**src/rtl/rsu_pkg.sv**
```systemverilog
package rsu_pkg;

    localparam int DATA_W = 8;
    localparam int OP_W   = 3;

    typedef enum logic [OP_W-1:0] {
        OP_ROT_L    = 3'd0,
        OP_ROT_R    = 3'd1,
        OP_ROTC_L   = 3'd2,
        OP_ROTC_R   = 3'd3,
        OP_ASH_L    = 3'd4,
        OP_ASH_R    = 3'd5,
        OP_ONE_L    = 3'd6,
        OP_LSH_R    = 3'd7
    } shift_op_e;

    // flag byte, MSB first: sign, zero, copy5, half, copy3, parity, sub, carry
    typedef struct packed {
        logic sign;
        logic zero;
        logic copy5;
        logic half;
        logic copy3;
        logic parity;
        logic sub;
        logic carry;
    } flag_byte_t;

    typedef struct packed {
        logic [DATA_W-1:0] data;
        logic              cout;
    } shift_out_t;

    typedef struct packed {
        logic [DATA_W-1:0] data;
        flag_byte_t        flg;
    } unit_out_t;

    // even parity of a byte: 1 when the count of ones is even
    function automatic logic even_parity(input logic [DATA_W-1:0] v);
        return ~(^v);
    endfunction

    // right-going operations are the odd codes
    function automatic logic is_right(input shift_op_e op);
        return op[0];
    endfunction

endpackage

```
**src/rtl/rsu_shift_core.sv**
```systemverilog
module rsu_shift_core
    import rsu_pkg::*;
(
    input  logic [DATA_W-1:0] a,
    input  shift_op_e         op,
    input  logic              cin,
    output shift_out_t        y
);

    localparam int MSB = DATA_W - 1;

    logic              fill_l;
    logic              fill_r;
    logic [DATA_W-1:0] left_v;
    logic [DATA_W-1:0] right_v;

    // bit entering the vacated LSB on a left move
    always_comb begin
        unique case (op)
            OP_ROT_L:  fill_l = a[MSB];
            OP_ROTC_L: fill_l = cin;
            OP_ONE_L:  fill_l = 1'b1;
            default:   fill_l = 1'b0;
        endcase
    end

    // bit entering the vacated MSB on a right move
    always_comb begin
        unique case (op)
            OP_ROT_R:  fill_r = a[0];
            OP_ROTC_R: fill_r = cin;
            OP_ASH_R:  fill_r = a[MSB];
            default:   fill_r = 1'b0;
        endcase
    end

    for (genvar i = 0; i < DATA_W; i++) begin : g_bits
        if (i == 0) begin : g_lsb
            assign left_v[i]  = fill_l;
            assign right_v[i] = a[i+1];
        end else if (i == MSB) begin : g_msb
            assign left_v[i]  = a[i-1];
            assign right_v[i] = fill_r;
        end else begin : g_mid
            assign left_v[i]  = a[i-1];
            assign right_v[i] = a[i+1];
        end
    end

    always_comb begin
        if (is_right(op)) begin
            y.data = right_v;
            y.cout = a[0];
        end else begin
            y.data = left_v;
            y.cout = a[MSB];
        end
    end

endmodule

```
**src/rtl/rsu_flag_gen.sv**
```systemverilog
module rsu_flag_gen
    import rsu_pkg::*;
(
    input  logic [DATA_W-1:0] r,
    input  logic              cout,
    output flag_byte_t        f
);

    always_comb begin
        f        = '0;
        f.sign   = r[7];
        f.zero   = (r == '0);
        f.copy5  = r[5];
        f.half   = 1'b0;
        f.copy3  = r[3];
        f.parity = even_parity(r);
        f.sub    = 1'b0;
        f.carry  = cout;
    end

endmodule

```
**src/rtl/rot_shift_unit.sv**
```systemverilog
module rot_shift_unit
    import rsu_pkg::*;
(
    input  logic              clk,
    input  logic              rst,
    input  logic              in_valid,
    input  logic [7:0]        operand,
    input  logic [2:0]        op_sel,
    input  logic              carry_in,
    output logic              out_valid,
    output logic [7:0]        result,
    output logic [7:0]        flags
);

    shift_op_e  op_e;
    shift_out_t sh;
    flag_byte_t fl;
    unit_out_t  comb_out;
    unit_out_t  reg_out;
    logic       vld_q;

    assign op_e = shift_op_e'(op_sel);

    rsu_shift_core u_core (
        .a   (operand),
        .op  (op_e),
        .cin (carry_in),
        .y   (sh)
    );

    rsu_flag_gen u_flags (
        .r    (sh.data),
        .cout (sh.cout),
        .f    (fl)
    );

    assign comb_out.data = sh.data;
    assign comb_out.flg  = fl;

    always_ff @(posedge clk) begin
        if (rst) begin
            vld_q   <= 1'b0;
            reg_out <= '0;
        end else begin
            vld_q <= in_valid;
            if (in_valid) begin
                reg_out <= comb_out;
            end
        end
    end

    assign out_valid = vld_q;
    assign result    = reg_out.data;
    assign flags     = reg_out.flg;

endmodule

```
**config.mk**
```make
export PLATFORM = sky130hd
export DESIGN_NAME = rot_shift_unit
export DESIGN_NICKNAME = d
export VERILOG_FILES = /design/src/rtl/rsu_pkg.sv /design/src/rtl/rsu_shift_core.sv /design/src/rtl/rsu_flag_gen.sv /design/src/rtl/rot_shift_unit.sv
export SDC_FILE = /design/constraint.sdc
export NUM_CORES = 1
export LEC_CHECK = 0
export ABC_AREA = 1
export BUFFER_PORTS_ARGS = -buffer_cell sky130_fd_sc_hd__clkbuf_2
export CAP_MARGIN = 40
export CORE_ASPECT_RATIO = 1.25
export CORE_MARGIN = 1
export CORE_UTILIZATION = 58
export CTS_BUF_LIST = sky130_fd_sc_hd__clkbuf_2
export CTS_CLUSTER_DIAMETER = 80
export DETAILED_ROUTE_END_ITERATION = 8
export GPL_TIMING_DRIVEN = 0
export PLACE_DENSITY = 0.86
export SLEW_MARGIN = 20
export SYNTH_ARGS = -nofsm -noshare
export SYNTH_HDL_FRONTEND = slang
export SYNTH_HIERARCHICAL = 1
export SYNTH_SLANG_ARGS = --single-unit
```
**constraint.sdc**
```tcl
create_clock -name clk -period 4.17 [get_ports clk]
set_input_delay 0.2085 -clock clk [delete_from_list [all_inputs] [get_ports clk]]
set_output_delay 0.2085 -clock clk [all_outputs]
set_load 0.02 [all_outputs]
```
# Word level (Yosys, flattened, before mapping)
# Cells that the tools add are included.
[classes] addsub=0 n_mul=0 div=0 n_lt_le_gt_ge=0 eq_ne=5 shift=0 mux=3 bitwise=1 n_reduce_logical=3
[ops] operator="9-bit two-way mux" count=1
[ops] operator="8-bit zero test" count=1
[ops] operator="8-bit parity" count=1
[ops] operator="3-bit by 2-bit == test with 1-bit output, second input constant" count=2
[ops] operator="3-bit == test, second input constant" count=2
[ops] operator="1-bit case mux with 3 select lines" count=2
[ops] operator="3-bit by 1-bit == test with 1-bit output, second input constant" count=1
[ops] operator="3-bit zero test" count=1
[ops] operator="1-bit NOT" count=1
[word_totals] ff_bits=15 latchBits=0 mem_bits_rw=0 mem_bits_ro=0 in_bits=15 out_inout_bits=17 wordCells=20 n_memories=0

# Logic depth before layout (Yosys ltp)
[depth] word_depth=5 ltp_mapped=16 mapped_depth_nobuf=16

# By module
# The synthesis kept the hierarchy.
[modules_own_cells] mod="rot_shift_unit" n_inst=1 cells_each=105 area_each_um2=767.0 seq_area_each_um2=340.3
[modules_own_cells] mod="rsu_flag_gen" n_inst=1 cells_each=41 area_each_um2=211.5 seq_area_each_um2=0.0
[modules_own_cells] mod="rsu_shift_core" n_inst=1 cells_each=36 area_each_um2=171.4 seq_area_each_um2=0.0

# Worst setup path before layout
# Ideal clock, no wire load.
[synth_timing] kind="input -> register" from="input op_sel[0]" to="register reg_out (netlist bit flags[2])" setup_ns=0.114 arrival_time_ns=1.335 required_time_ns=4.056 slack_ns=2.721 cell_stages=13 n_path_buf=1 cell_sequence="buf_6 -> o21ai_0 -> inv_1 -> ha_1 -> inv_1 -> nand2_1 -> nand2_1 -> nand2_1 -> nand2_1 -> inv_1 -> nand2_2 -> nand2_1 -> nor2_2"
[synth_lines] item="from (decl)" line="rot_shift_unit.sv:8" rtl="input logic [2:0] op_sel,"
[synth_lines] item="to (signal assigned)" line="rot_shift_unit.sv:47" rtl="reg_out <= comb_out;"
[synth_lines] item="to (decl)" line="rot_shift_unit.sv:19" rtl="unit_out_t reg_out;"

==> metrics.cfg <==
[outcome]
outcome = finished clean

[sta]
period_share_pct = 34.84
setup_ws_ns = 2.717
rsz0062_at_grt = no
fin_skew_ns = 0
setup_violations = 0
tns_ns = 0
maxSlewViolCount = 0
fmax_mhz = 688.2
hold_viol_final = 0
min_period_ns = 1.453

[cells_and_area]
drive_gt1_share_pct = 33.18
nets = 237
syn_to_final_growth_pct = 17.19
diodes = 0
fin_area_um2 = 1348

[place]
place_congestion = 0.8297
place_hpwl_um = 1752
dpl_cell_area_um2 = 1328
io_buffers = 30
place_ws_ns = 2.416

[die]
die_y_um = 51.78
die_w_um = 41.83
num_rows = 17
die_area_um2 = 2166
io_pins = 32
initial_core_util_pct = 63.60
coreArea_um2 = 1808

[worst_hold_path]
min_path_type = input port to register

[grt]
grt_max_degree = 11
grt_pass1_wl_um = 3719
first_global_vias = 970
grtUsageTotal_pct = 21.93
antenna_found_initial = 0
global_route.overflow_total = 0

[yosys]
synth_common_cells = 59 x nand2_1, 32 x inv_1, 24 x nor2_1, 17 x dfxtp_1
synth_edf_count = 0
synth_cell_types = 20
ys_seq_area_share_pct = 29.60
ys.flop_type = dfxtp_1
synthTopCellsByArea = dfxtp_1 30%, nand2_1 19%, inv_1 10%
synth_seq_cells = 17
async_flop_share_pct = 0
syn_inst = 182
avgSynthCellArea_um2 = 6.318
ys_warn_count = 6
yosys.area.top_type = dfxtp_1
synth_top_area_share_pct = 29.60
yosysMostFrequentCell = nand2_1
mappedNetlistArea_um2 = 1150

[power_and_ir_drop]
power_density_nw_per_um2 = 289.8
peakVddDrop_v = 0.0001799
leakage_nw = 0.8236
power_uw = 390.5

[worst_setup_path]
arrival_ns = 1.65
path_delay_family = buffers and inverters
slowest_delay_ns = 0.35
critPathBufInv = 5
crit_fanout = 10
path_class = input port to register
path_cells = clkbuf_2 -> buf_6 -> o21ai_0 -> inv_1 -> ha_1 -> inv_1 -> nand2_1 -> nand2_1 -> nand2_1 -> nand2_1 -> inv_1 -> nand2_2 -> nand2_1 -> nor2_2
slowest_stage = o21ai_0
cp-end-kind = register
required_ns = 4.37
crit_top_cell = nand2_1
crit_path_start_kind = input port

[drt]
wire_per_inst_um = 8.996
dr_total_vias = 1069
drt-total-wl_um = 2123
drt_iter0_drc = 13
routed_via_density = 4.530
drc = 0
ant_nets = 0
drt_first_pass_iters = 4

[clock_network]
cts_max_path_buffers = 2
clock-root-buffer = clkbuf_2
hold_buffers = 0
cts_made_buffers = 3
clkLatencyLatePin_ns = 0.28
post_cts_buffers = 0
htreeDepth = 1
cts_tree = yes
numClockSinks = 17
path_clk_slew_ns = 0.15
ctsResizeCount = 0

[run]
timing.max_cap.violations = 0

metrics by stage:
| stage | hold slack, ns | instances | util, % |
|---|---|---|---|
| CTS | 0.07598 | 236 | 74.53 |
| global placement | 0.3947 | 232 | 73.43 |
| global route | 0.09107 | 236 | 74.53 |
| floorplan | 0.2798 | 183 | - |
| finish | 0.08322 | 236 | 74.53 |
| detailed placement | 0.3976 | 232 | 73.43 |
cells by family (layout without fill, tap and decap cells):
logic type | after synthesis | in the layout | synth area share, %
fa+ha+maj | 4 | 4 | 4.353
compound gates | 5 | 5 | 2.503
other cells | 1 | 2 | 0.3261
simple gates | 108 | 108 | 41.24
flops | 17 | 17 | 29.60
buf+inv | 47 | 81 | 21.98
state kept, by name, summed over array words and instances, names as in the netlist:
| name | cells |
|---|---|
| flags | 8 |
| result | 8 |
| out_valid | 1 |
layout by cell type (no fill, tap or decap), types with 3 or more instances in the layout:
| master | count |
|---|---|
| nand2_1 | 59 |
| dfxtp_1 | 17 |
| nor2_1 | 24 |
| buf_4 | 7 |
| nor2_2 | 10 |
| inv_1 | 32 |
| ha_1 | 4 |
| inv_2 | 3 |
| buf_6 | 3 |
| nand2_2 | 10 |
| clkbuf_2 | 34 |
final timing paths:
kind                          start                     end  slack, ns  depth (start not counted)
max                       op_sel[0]   flags[2]$_SDFFE_PP0P_       2.72                         14
min                             rst    out_valid$_SDFF_PP0_       0.08                          2
max reg2reg   flags[2]$_SDFFE_PP0P_   flags[2]$_SDFFE_PP0P_       3.54                          2
min reg2reg  result[3]$_SDFFE_PP0P_  result[3]$_SDFFE_PP0P_       0.49                          2
worst reg2reg max path, cell delays in order (launching register included):
cell and delay (ns):
dfxtp_1 0.35, nor2_1 0.14, nor2_2 0.05
per-layer routing:
metal	up-vias	part of all wire (%)	global-route usage, %
li1	583	-	-
met1	460	45	23.18
met2	24	51	44.01
met3	2	2.6	1.042
met4	0	0.89	9.677
met5	-	0	0
power breakdown:
| group | switching (mW) | internal, mW | leakage (nW) |
|---|---|---|---|
| clock network | 0.0498 | 0.0254 | 0.0166 |
| registers | 0.00596 | 0.174 | 0.141 |
| logic | 0.0805 | 0.0543 | 0.666 |
| total | 0.136 | 0.254 | 0.824 |
final cells by class:
class	instances	area (um^2)
Sequential cell	17	340.3
Tap cell	19	23.77
Fill cell	174	460.4
Multi-Input combinational cell	119	560.5
Timing Repair Buffer	30	150.1
Inverter	35	131.4
Buffer	12	121.4
Clock buffer	4	20.02
Note: power is estimated with default switching activity, not from simulation.
